File: src/rtl/eth_tx_pkg.sv
package eth_tx_pkg;

   localparam int          PRE_LEN     = 8;
   localparam int          MAC_LEN     = 14;
   localparam int          HDR_LEN     = 5;
   localparam int          FCS_LEN     = 4;
   localparam int          MIN_PAYLOAD = 46;
   localparam int          MAX_PAYLOAD = 9000;
   localparam logic [7:0]  PRE_BYTE    = 8'h55;
   localparam logic [7:0]  SFD_BYTE    = 8'hD5;
   localparam logic [31:0] CRC_POLY_RV = 32'hEDB8_8320;

   typedef enum logic [3:0] {
      ST_IDLE, ST_PRE, ST_MAC, ST_HDR, ST_LINE,
      ST_UART, ST_PAD, ST_FCS, ST_GAP
   } tx_state_e;

   // one byte through the reflected CRC-32, LSB of the byte first
   function automatic logic [31:0] crc32_next(logic [31:0] c, logic [7:0] d);
      logic [31:0] r;
      r = c;
      for (int i = 0; i < 8; i++) begin
         r = (r[0] ^ d[i]) ? ((r >> 1) ^ CRC_POLY_RV) : (r >> 1);
      end
      return r;
   endfunction

endpackage

File: src/rtl/uart_burst_fifo.sv
module uart_burst_fifo #(
   parameter int DEPTH = 16,
   parameter int W     = 8,
   localparam int AW   = $clog2(DEPTH),
   localparam int CW   = AW + 1
)(
   input  logic          clk,
   input  logic          rst_n,
   input  logic          wr_i,
   input  logic [W-1:0]  din_i,
   input  logic          rd_i,
   output logic [W-1:0]  dout_o,
   output logic [CW-1:0] count_o,
   output logic          full_o
);

   if (DEPTH < 2 || (1 << AW) != DEPTH) begin : g_bad_depth
      $error("uart_burst_fifo: DEPTH must be a power of two >= 2");
   end

   logic [W-1:0]  mem [DEPTH];
   logic [AW-1:0] wptr_q, rptr_q;
   logic [CW-1:0] cnt_q;
   logic          push, pop;

   assign full_o  = (cnt_q == CW'(DEPTH));
   assign push    = wr_i && !full_o;
   assign pop     = rd_i && (cnt_q != '0);
   assign dout_o  = mem[rptr_q];
   assign count_o = cnt_q;

   always_ff @(posedge clk) begin
      if (push) mem[wptr_q] <= din_i;
   end

   always_ff @(posedge clk) begin
      if (!rst_n) begin
         wptr_q <= '0;
         rptr_q <= '0;
         cnt_q  <= '0;
      end else begin
         if (push) wptr_q <= wptr_q + AW'(1);
         if (pop)  rptr_q <= rptr_q + AW'(1);
         case ({push, pop})
            2'b10:   cnt_q <= cnt_q + CW'(1);
            2'b01:   cnt_q <= cnt_q - CW'(1);
            default: cnt_q <= cnt_q;
         endcase
      end
   end

endmodule

File: src/rtl/crc32_accum.sv
module crc32_accum
   import eth_tx_pkg::*;
(
   input  logic        clk,
   input  logic        rst_n,
   input  logic        clr_i,
   input  logic        en_i,
   input  logic [7:0]  din_i,
   output logic [31:0] crc_o
);

   logic [31:0] crc_q;

   always_ff @(posedge clk) begin
      if (!rst_n || clr_i) crc_q <= '1;
      else if (en_i)       crc_q <= crc32_next(crc_q, din_i);
   end

   assign crc_o = crc_q;

endmodule

File: src/rtl/scanline_eth_tx.sv
module scanline_eth_tx
   import eth_tx_pkg::*;
#(
   parameter int          LINE_BYTES     = 3072,
   parameter int          UART_DEPTH     = 16,
   parameter int          UART_MAX_BURST = 16,
   parameter int          IFG_BYTES      = 12,
   parameter logic [47:0] DST_MAC        = 48'hFF_FF_FF_FF_FF_FF,
   parameter logic [47:0] SRC_MAC        = 48'h02_00_00_00_00_01,
   parameter logic [15:0] ETHERTYPE      = 16'h88B5,
   localparam int         LB_AW          = (LINE_BYTES > 1) ? $clog2(LINE_BYTES) : 1
)(
   input  logic             clk,
   input  logic             rst_n,
   input  logic             req_i,
   input  logic             req_line_i,
   input  logic [15:0]      req_row_i,
   input  logic [7:0]       req_frame_i,
   output logic             busy_o,
   output logic [LB_AW-1:0] lb_addr_o,
   input  logic [7:0]       lb_data_i,
   input  logic             uart_wr_i,
   input  logic [7:0]       uart_data_i,
   output logic             uart_full_o,
   output logic [7:0]       gmii_txd_o,
   output logic             gmii_tx_en_o
);

   localparam int CNT_W = $clog2(MAX_PAYLOAD + 1);
   localparam int UCW   = $clog2(UART_MAX_BURST + 1);
   localparam int FCW   = $clog2(UART_DEPTH) + 1;
   localparam logic [MAC_LEN*8-1:0] MAC_BITS = {DST_MAC, SRC_MAC, ETHERTYPE};

   // elaboration-time parameter checks
   if (LINE_BYTES < 1 || LINE_BYTES + HDR_LEN + UART_MAX_BURST > MAX_PAYLOAD) begin : g_bad_line
      $error("scanline_eth_tx: payload would exceed the jumbo limit");
   end
   if (UART_MAX_BURST < 1 || UART_MAX_BURST > 255) begin : g_bad_burst
      $error("scanline_eth_tx: UART_MAX_BURST must fit the one-byte count field");
   end
   if (IFG_BYTES < 12 || IFG_BYTES > 250) begin : g_bad_ifg
      $error("scanline_eth_tx: IFG_BYTES must lie in 12..250");
   end

   // ---------------- serial FIFO ----------------
   logic           f_pop, f_full;
   logic [7:0]     f_dout;
   logic [FCW-1:0] f_count;
   logic [UCW-1:0] ucnt_avail;

   uart_burst_fifo #(.DEPTH(UART_DEPTH), .W(8)) i_fifo (
      .clk    (clk),
      .rst_n  (rst_n),
      .wr_i   (uart_wr_i),
      .din_i  (uart_data_i),
      .rd_i   (f_pop),
      .dout_o (f_dout),
      .count_o(f_count),
      .full_o (f_full)
   );

   // burst size: clamp only when the FIFO can hold more than one burst
   if (UART_MAX_BURST >= UART_DEPTH) begin : g_burst_whole
      assign ucnt_avail = UCW'(f_count);
   end else begin : g_burst_clamp
      assign ucnt_avail = (f_count > FCW'(UART_MAX_BURST)) ? UCW'(UART_MAX_BURST)
                                                           : UCW'(f_count);
   end

   // ---------------- stage 0: sequencer ----------------
   tx_state_e      state_q;
   logic [CNT_W-1:0] idx_q, plcnt_q;
   logic           line_q;
   logic [15:0]    row_q;
   logic [7:0]     frame_q;
   logic [UCW-1:0] ucnt_q;
   logic           pay_full;
   tx_state_e      tail_st;

   logic       s0_valid, s0_crc, s0_line, s0_fcs;
   logic [7:0] s0_byte;

   assign pay_full = (plcnt_q + CNT_W'(1)) >= CNT_W'(MIN_PAYLOAD);
   assign tail_st  = pay_full ? ST_FCS : ST_PAD;
   assign f_pop    = (state_q == ST_UART);
   assign lb_addr_o = idx_q[LB_AW-1:0];

   always_comb begin
      s0_valid = 1'b0;
      s0_crc   = 1'b0;
      s0_line  = 1'b0;
      s0_fcs   = 1'b0;
      s0_byte  = 8'h00;
      case (state_q)
         ST_PRE: begin
            s0_valid = 1'b1;
            s0_byte  = (idx_q == CNT_W'(PRE_LEN - 1)) ? SFD_BYTE : PRE_BYTE;
         end
         ST_MAC: begin
            s0_valid = 1'b1;
            s0_crc   = 1'b1;
            s0_byte  = MAC_BITS[(MAC_LEN - 1 - int'(idx_q[3:0])) * 8 +: 8];
         end
         ST_HDR: begin
            s0_valid = 1'b1;
            s0_crc   = 1'b1;
            case (idx_q[2:0])
               3'd0:    s0_byte = {6'b0, |ucnt_q, line_q};
               3'd1:    s0_byte = row_q[15:8];
               3'd2:    s0_byte = row_q[7:0];
               3'd3:    s0_byte = frame_q;
               default: s0_byte = 8'(ucnt_q);
            endcase
         end
         ST_LINE: begin
            s0_valid = 1'b1;
            s0_crc   = 1'b1;
            s0_line  = 1'b1;
         end
         ST_UART: begin
            s0_valid = 1'b1;
            s0_crc   = 1'b1;
            s0_byte  = f_dout;
         end
         ST_PAD: begin
            s0_valid = 1'b1;
            s0_crc   = 1'b1;
         end
         ST_FCS: begin
            s0_valid = 1'b1;
            s0_fcs   = 1'b1;
         end
         default: ;
      endcase
   end

   always_ff @(posedge clk) begin
      if (!rst_n) begin
         state_q <= ST_IDLE;
         idx_q   <= '0;
         plcnt_q <= '0;
         line_q  <= 1'b0;
         row_q   <= '0;
         frame_q <= '0;
         ucnt_q  <= '0;
      end else begin
         case (state_q)
            ST_IDLE: if (req_i) begin
               state_q <= ST_PRE;
               idx_q   <= '0;
               plcnt_q <= '0;
               line_q  <= req_line_i;
               row_q   <= req_row_i;
               frame_q <= req_frame_i;
               ucnt_q  <= ucnt_avail;
            end
            ST_PRE: if (idx_q == CNT_W'(PRE_LEN - 1)) begin
               state_q <= ST_MAC;
               idx_q   <= '0;
            end else idx_q <= idx_q + CNT_W'(1);
            ST_MAC: if (idx_q == CNT_W'(MAC_LEN - 1)) begin
               state_q <= ST_HDR;
               idx_q   <= '0;
            end else idx_q <= idx_q + CNT_W'(1);
            ST_HDR: begin
               plcnt_q <= plcnt_q + CNT_W'(1);
               if (idx_q == CNT_W'(HDR_LEN - 1)) begin
                  idx_q   <= '0;
                  state_q <= line_q ? ST_LINE : ((|ucnt_q) ? ST_UART : tail_st);
               end else idx_q <= idx_q + CNT_W'(1);
            end
            ST_LINE: begin
               plcnt_q <= plcnt_q + CNT_W'(1);
               if (idx_q == CNT_W'(LINE_BYTES - 1)) begin
                  idx_q   <= '0;
                  state_q <= (|ucnt_q) ? ST_UART : tail_st;
               end else idx_q <= idx_q + CNT_W'(1);
            end
            ST_UART: begin
               plcnt_q <= plcnt_q + CNT_W'(1);
               if (idx_q == CNT_W'(ucnt_q) - CNT_W'(1)) begin
                  idx_q   <= '0;
                  state_q <= tail_st;
               end else idx_q <= idx_q + CNT_W'(1);
            end
            ST_PAD: begin
               plcnt_q <= plcnt_q + CNT_W'(1);
               if (pay_full) begin
                  idx_q   <= '0;
                  state_q <= ST_FCS;
               end
            end
            ST_FCS: if (idx_q == CNT_W'(FCS_LEN - 1)) begin
               state_q <= ST_GAP;
               idx_q   <= '0;
            end else idx_q <= idx_q + CNT_W'(1);
            ST_GAP: if (idx_q == CNT_W'(IFG_BYTES - 1)) begin
               state_q <= ST_IDLE;
               idx_q   <= '0;
            end else idx_q <= idx_q + CNT_W'(1);
            default: state_q <= ST_IDLE;
         endcase
      end
   end

   // ---------------- stage 1: waits for line buffer data ----------------
   logic       v1, crc1, line1, fcs1;
   logic [1:0] fidx1;
   logic [7:0] byte1, d1;
   logic [31:0] crc_val;

   always_ff @(posedge clk) begin
      if (!rst_n) begin
         v1    <= 1'b0;
         crc1  <= 1'b0;
         line1 <= 1'b0;
         fcs1  <= 1'b0;
         fidx1 <= '0;
         byte1 <= '0;
      end else begin
         v1    <= s0_valid;
         crc1  <= s0_crc;
         line1 <= s0_line;
         fcs1  <= s0_fcs;
         fidx1 <= idx_q[1:0];
         byte1 <= s0_byte;
      end
   end

   always_comb begin
      if (fcs1)       d1 = ~crc_val[int'(fidx1) * 8 +: 8];
      else if (line1) d1 = lb_data_i;
      else            d1 = byte1;
   end

   crc32_accum i_crc (
      .clk   (clk),
      .rst_n (rst_n),
      .clr_i (state_q == ST_PRE),
      .en_i  (v1 && crc1),
      .din_i (d1),
      .crc_o (crc_val)
   );

   // ---------------- stage 2: output register ----------------
   logic [7:0] txd_q;
   logic       en_q;

   always_ff @(posedge clk) begin
      if (!rst_n) begin
         txd_q <= '0;
         en_q  <= 1'b0;
      end else begin
         en_q  <= v1;
         txd_q <= v1 ? d1 : 8'h00;
      end
   end

   assign gmii_txd_o   = txd_q;
   assign gmii_tx_en_o = en_q;
   assign busy_o       = (state_q != ST_IDLE);
   assign uart_full_o  = f_full;

endmodule

File: config.mk
export PLATFORM = sky130hd
export DESIGN_NAME = scanline_eth_tx
export DESIGN_NICKNAME = d
export VERILOG_FILES = /design/src/rtl/eth_tx_pkg.sv /design/src/rtl/uart_burst_fifo.sv /design/src/rtl/crc32_accum.sv /design/src/rtl/scanline_eth_tx.sv
export SDC_FILE = /design/constraint.sdc
export NUM_CORES = 1
export LEC_CHECK = 0
export ABC_AREA = 1
export BUFFER_PORTS_ARGS = -buffer_cell sky130_fd_sc_hd__buf_4
export CAP_MARGIN = 20
export CORE_UTILIZATION = 62
export DETAILED_ROUTE_END_ITERATION = 7
export PLACE_DENSITY = 0.77
export SYNTH_ARGS = -nofsm -noshare
export SYNTH_HDL_FRONTEND = slang
export SYNTH_HIERARCHICAL = 1
export SYNTH_SLANG_ARGS = --single-unit
File: constraint.sdc
create_clock -name clk -period 3.1 [get_ports clk]
set_input_delay 0.62 -clock clk [delete_from_list [all_inputs] [get_ports clk]]
set_output_delay 0.62 -clock clk [all_outputs]
set_load 0.005 [all_outputs]
# ---- After elaboration in Yosys (flattened, before gate mapping)
# Memory sizes are Yosys's and may differ from the RTL's. A register that Yosys moved wholly into a read port is not among the register bits.
# Index checks and enable logic that the tools add are counted.
dict set report classes {
  addsub 8
  magnitude_cmp 1
  n_eq_ne 30
  shift 2
  muxes 46
  bitwise_logic 17
  n_reduce_logical 22
}
# operator count
set op_table {}
lappend op_table {{$mux W32} 8}
lappend op_table {{$mux W14} 9}
lappend op_table {{$pmux W14 S9} 1}
lappend op_table {{$not A13 Y14} 8}
lappend op_table {{$shiftx A112 B8 Y8 const A} 1}
lappend op_table {{$pmux W8 S4} 2}
lappend op_table {{$mux W4} 12}
lappend op_table {{$pmux W4 S9} 1}
lappend op_table {{$shiftx A32 B6 Y8} 1}
lappend op_table {{$add A14 B1 Y14 const B} 2}
lappend op_table {{$eq A14 B3 Y1 const B} 2}
lappend op_table {{$eq A14 B4 Y1 const B} 2}
lappend op_table {{$pmux W14 S2} 1}
lappend op_table {{$mux W8} 3}
lappend op_table {{$ne A2 B2 Y1 const B} 9}
lappend op_table {{$eq A4 B3 Y1 const B} 4}
lappend op_table {{$eq A14 B12 Y1 const B} 1}
lappend op_table {{$eq A14 B14 Y1} 1}
lappend op_table {{$eq A14 B2 Y1 const B} 1}
lappend op_table {{$ge A14 B6 Y1 const B} 1}
lappend op_table {{$pmux W5 S2} 1}
lappend op_table {{$reduce_or A5 Y1} 2}
lappend op_table {{$reduce_and A9 Y1} 1}
lappend op_table {{$reduce_bool A9 Y1} 1}
lappend op_table {{29 further kinds} 51}
dict set report totals {
  regBits 130
  ram_bits 128
  input_bits 45
  out_inout_bits 23
  word_cells 146
  n_memories 1
}
# memory words width rd rd_ports_with_merged_regs write_ports line_no
set mem_list {}
lappend mem_list {i_fifo.mem 16 8 1 1 1 uart_burst_fifo.sv:21} ;# logic [W-1:0] mem [DEPTH];

# ---- Longest topological paths before layout
dict set report depth {
  word_depth 19
  depth_mapped 19
}

# ---- Modules after synthesis
# Netlist, hierarchy kept.
# module n_inst cells_per_inst area_per_inst_um2
set by_module_without_submodules {}
lappend by_module_without_submodules {uart_burst_fifo 1 474 6085.8}
lappend by_module_without_submodules {scanline_eth_tx 1 789 5093.6}
lappend by_module_without_submodules {crc32_accum 1 331 2289.7}

# ---- Worst setup path after synthesis
# No wires, ideal clock.
dict set report synth_timing {
  path_type {register -> register}
  startpoint {reg state_q[3]}
  endpoint {reg i_fifo.cnt_q[4], in the netlist i_fifo/count_o[4]}
  setup_ns 0.109
  t_arrival_ns 2.259
  t_required_ns 2.991
  path_slack_ns 0.732
  stages_incl_launch_ff 17
  n_path_buf 1
  synth_period_minus_slack_ns 2.368
  cell_sequence {dfxtp_1 > inv_1 > nand2_1 > nor2_1 > clkbuf_1 > nand2_4 > inv_4 > ha_1 > xor2_1 > ha_1 > inv_1 > nand2_2 > nand2_1 > nand3_1 > nand3_1 > nand2_1 > inv_1}
}
dict set report synth_via {
  elab_chain_len 4
  elab_cells_between_ends 6
}
# item line_no
set synth_lines {}
lappend synth_lines {{start: declaration} scanline_eth_tx.sv:71} ;# tx_state_e state_q;
lappend synth_lines {{start signal: assignment} scanline_eth_tx.sv:169} ;# state_q <= line_q ? ST_LINE : ((|ucnt_q) ? ST_UART : tail_st);
lappend synth_lines {{start signal: assignment} scanline_eth_tx.sv:176} ;# state_q <= (|ucnt_q) ? ST_UART : tail_st;
lappend synth_lines {{start signal: assignment} scanline_eth_tx.sv:183} ;# state_q <= tail_st;
lappend synth_lines {{$eq A4 B3 Y1 *} scanline_eth_tx.sv:85} ;# assign f_pop = (state_q == ST_UART);
lappend synth_lines {{net f_pop} scanline_eth_tx.sv:46} ;# logic f_pop, f_full;
lappend synth_lines {{$logic_and A1 B1 Y1 *} uart_burst_fifo.sv:28} ;# assign pop = rd_i && (cnt_q != '0);
lappend synth_lines {{net i_fifo.pop} uart_burst_fifo.sv:24} ;# logic push, pop;
lappend synth_lines {{$eq A2 B1 Y1 / $eq A2 B2 Y1 (equally long branches)} uart_burst_fifo.sv:44} ;# case ({push, pop})
lappend synth_lines {{$pmux W5 S2 / $reduce_bool A2 Y1 (equally long branches)} -}
lappend synth_lines {{end signal: assignment} uart_burst_fifo.sv:45} ;# 2'b10: cnt_q <= cnt_q + CW'(1);
lappend synth_lines {{end signal: assignment} uart_burst_fifo.sv:46} ;# 2'b01: cnt_q <= cnt_q - CW'(1);
lappend synth_lines {{end signal: assignment} uart_burst_fifo.sv:47} ;# default: cnt_q <= cnt_q;
lappend synth_lines {{end: declaration} uart_burst_fifo.sv:23} ;# logic [CW-1:0] cnt_q;
# The timed path passes the listed nets; every way through them passes the cells marked *.
# A chain may end at the register's enable or synchronous reset.

# ---- Worst setup path after layout
dict set report layout_timing {
  startpoint {reg fidx1[0]}
  endpoint {reg i_crc.crc_q[29], in the netlist i_crc/crc_o[29]}
}
dict set report layout_via {
  elab_cells_between_ends 18
}
# item line_no
set layout_lines {}
lappend layout_lines {{start: declaration} scanline_eth_tx.sv:208} ;# logic [1:0] fidx1;
lappend layout_lines {{start signal: assignment} scanline_eth_tx.sv:225} ;# fidx1 <= idx_q[1:0];
lappend layout_lines {{$shiftx A32 B6 Y8 *} scanline_eth_tx.sv:231} ;# if (fcs1) d1 = ~crc_val[int'(fidx1) * 8 +: 8];
lappend layout_lines {{$not A8 Y8 *} scanline_eth_tx.sv:231}
lappend layout_lines {{$mux W8 *} scanline_eth_tx.sv:231}
lappend layout_lines {{net d1[6]} scanline_eth_tx.sv:209} ;# logic [7:0] byte1, d1;
lappend layout_lines {{$xor A1 B1 Y1 *} eth_tx_pkg.sv:23} ;# r = (r[0] ^ d[i]) ? ((r >> 1) ^ CRC_POLY_RV) : (r >> 1);
lappend layout_lines {{$mux W32 *} eth_tx_pkg.sv:23}
lappend layout_lines {{$not A13 Y14 (no source line)} -}
lappend layout_lines {{$mux W32 *} eth_tx_pkg.sv:23}
lappend layout_lines {{end signal: assignment} crc32_accum.sv:16} ;# else if (en_i) crc_q <= crc32_next(crc_q, din_i);
lappend layout_lines {{end: declaration} crc32_accum.sv:12} ;# logic [31:0] crc_q;
# Marks and branches as above.

==> impl_metrics.tcl <==
set metrics [dict create \
    p_leak_nw 5.98 \
    drive_gt1_frac 0.133 \
    skew_ps 25.3 \
    synthSimpleGateAreaFrac 0.218 \
    synth_area_sq_mm 0.0135 \
    whs_path_depth 3 \
    rows 53 \
    wl_per_cell_um 16.3 \
    dp_hpwl_um 22000 \
    maxCapViolations 0 \
    yosysTopAreaCell "edfxtp_1" \
    synth_compound_area_frac 0.141 \
    fmax_mhz 386 \
    power_density_mw_per_mm2 665 \
    final_common_cell "nand2_1" \
    syn_inst 1594 \
    holdPathEnd "row_q[15]$_SDFFE_PN0P_" \
    crit_fanout 17 \
    cp.arrival_ps 3020 \
    yosys_register_bits 262 \
    antenna_found_initial 0 \
    port_buffers 67 \
    synthArstFlopShare 0 \
    fin_tns_setup_ps 0 \
    yosys.area.top_type_share 0.285 \
    place.gp.congestion 0.898 \
    routed_wl_um 31500 \
    endpoint_kind "register" \
    period_needed_ps 2590 \
    synthMuxAreaShare 0.0238 \
    cts_resized 0 \
    p_total_mw 9.90 \
    first_pass_iters 6 \
    placed_cells_incl_taps 1879 \
    avgViaCountPerCell 5.63 \
    yosys_warnings 6 \
    finalCritPeriodShare 0.835 \
    die_x_um 149 \
    ir_drop_mv 0.483 \
    cts-root-buf "clkbuf_16" \
    cts_tree "built" \
    dr_total_vias 10800 \
    postRouteAntennaNets 0 \
    grt_max_degree 51 \
    clock-sinks 262 \
    synth_cell_types 59 \
    final_cell_mix "nand2_1 (347), inv_1 (165), dfxtp_1 (132), edfxtp_1 (128)" \
    criticalPathCategory "register to register" \
    setup.worst_path.start_class "register" \
    die-height_um 149 \
    diodes 0 \
    post-route-drc-count 0 \
    fill_cells 1653 \
    tightest_slew_ps 1100 \
    drt_iter0_markers 822 \
    cts_setup_buffers 0 \
    yosysSeqAreaShare 0.485 \
    finalHoldViolations 0 \
    area_growth_pct 10.5 \
    grt_first_pass_wirelength_um 50900 \
    reg2reg_depth 14 \
    regToRegEndpoint "i_crc/crc_o[29]$_SDFFE_PP1P_" \
    synth_xor_area_frac 0.0324 \
    grt_pass1_vias 10200 \
    io_pins 68 \
    status "finished clean" \
    r2r_slack_ps 510 \
    final_nets 1695 \
    ys.flop_type "dfxtp_1" \
    insertion_delay_ps 560 \
    die-area_sq_mm 0.0223 \
    grt-ovfl-total 0 \
    avgSynthCellArea_sq_um 8.45 \
    coreArea_sq_mm 0.0212 \
    worstHoldPathType "input port to register" \
    cts_hold_buf 0 \
    relSlewSlack 0.267 \
    numCtsBuffers 26 \
    cts_max_path_buffers 3 \
    r2r_start "fidx1[0]$_SDFF_PN0_" \
    required_ps 3530 \
    syn_nets 1657 \
    initial_core_util 0.637 \
    setup_viol 0 \
    track_usage 0.290 \
    slew_violations 0 \
    path_clk_slew_ps 60 \
    rsz0062_at_grt "no" \
    synth_edf_count 128 \
    cts.htree.levels 1 \
    min_from "req_row_i[15]" \
    stdcell_count 1927 \
    synth_top_family_by_area "simple AND/OR/NAND/NOR gates" \
    synth.area.top_cells "edfxtp_1 (29%), dfxtp_1 (20%), nand2_1 (9.7%)" \
    synth-adder-area-share 0.0167 \
]
kinds of logic (layout without fill, tap and decap cells):
group / count (synthesis) / count (layout)
and+or+nand+nor: 653 / 653
AOI/OAI and AO/OA: 328 / 328
DFF: 262 / 262
buffers and inverters: 258 / 316
xor gates and xnor gates: 43 / 43
muxes: 32 / 32
adders and majority gates: 18 / 18
metal layers:
layer	GRT usage	up-vias	share of wire
met1	0.409	5050	0.46
li1	-	5387	-
met5	0	-	0
met3	0.0343	57	0.061
met2	0.470	351	0.46
met4	0.0832	0	0.023
sequential cells by signal (all words and copies together), names as in the netlist, named ones only:
signal          flops
fcs1                1
i_fifo/wptr_q       4
gmii_txd_o          8
frame_q             8
plcnt_q            14
fidx1               2
i_fifo/rptr_q       4
idx_q              14
gmii_tx_en_o        1
state_q             4
line1               1
ucnt_q              5
crc1                1
i_crc/crc_o        32
line_q              1
i_fifo/mem        128
i_fifo/count_o      5
row_q              16
byte1               8
v1                  1
Yosys cell counts, types with 10 or more instances:
| master | instances |
|---|---|
| nand3_1 | 85 |
| dfxtp_1 | 134 |
| inv_2 | 16 |
| nor2_1 | 126 |
| o21ai_0 | 110 |
| buf_2 | 12 |
| a21oi_1 | 126 |
| inv_1 | 166 |
| edfxtp_1 | 128 |
| nand2_1 | 347 |
| buf_4 | 20 |
| nand4_1 | 15 |
| a21oi_2 | 10 |
| ha_1 | 18 |
| nand2_2 | 27 |
| nor2_2 | 10 |
| xor2_1 | 30 |
| mux2i_1 | 32 |
| clkbuf_1 | 33 |
| o211ai_1 | 45 |
power breakdown:
part	total, mW	internal (mW)	switching [mW]
sequential	4.02	3.86	0.165
clock	3.11	1.78	1.33
combinational	2.77	0.930	1.84
per-stage QoR:
step / utilization / hold WS (ps) / instance area, sq um / setup WS [ps]
floorplan: - / 425 / 13500 / 732
global placement: 0.663 / 441 / 14000 / 366
detailed placement: 0.663 / 449 / 14000 / 302
CTS: 0.703 / 270 / 14900 / 293
global route: 0.703 / 289 / 14900 / 226
finish: 0.703 / 284 / 14900 / 511
cell type report:
cell class	instances	area, sq um	area share
clock buffers	36	709	0.0477
clock inverters	12	136	0.00917
inverters	184	697	0.0468
multi-input cells	1074	5820	0.391
flip-flops and latches	262	6530	0.439
well taps	275	344	0.0231
repair buffers	84	643	0.0432
critical path: stages (launching register included):
cell,delay (ps)
dfxtp_2,530
clkinvlp_4,360
nand2_1,150
a32o_1,190
o21ai_0,100
inv_1,120
inv_1,60
nand2_1,60
nand2_1,190
nand2_4,160
nand2_8,110
xor2_2,250
nand2_1,80
nand3_1,80
nand2_1,50
worst max-delay path by stage:
stage                             from  cells after the start                              to  slack, ps
3_3_place_gp       fidx1[0]$_SDFF_PN0_                     17    i_crc/crc_o[23]$_SDFFE_PP1P_        370
6_report           fidx1[0]$_SDFF_PN0_                     14    i_crc/crc_o[29]$_SDFFE_PP1P_        510
5_1_grt            fidx1[0]$_SDFF_PN0_                     14    i_crc/crc_o[26]$_SDFFE_PP1P_        230
4_1_cts            fidx1[0]$_SDFF_PN0_                     17    i_crc/crc_o[23]$_SDFFE_PP1P_        290
3_5_place_dp       fidx1[0]$_SDFF_PN0_                     17    i_crc/crc_o[23]$_SDFFE_PP1P_        300
2_1_floorplan  state_q[3]$_SDFFE_PN0P_                     16  i_fifo/count_o[4]$_SDFFE_PN0P_        730
(Power assumes the default switching activity.)
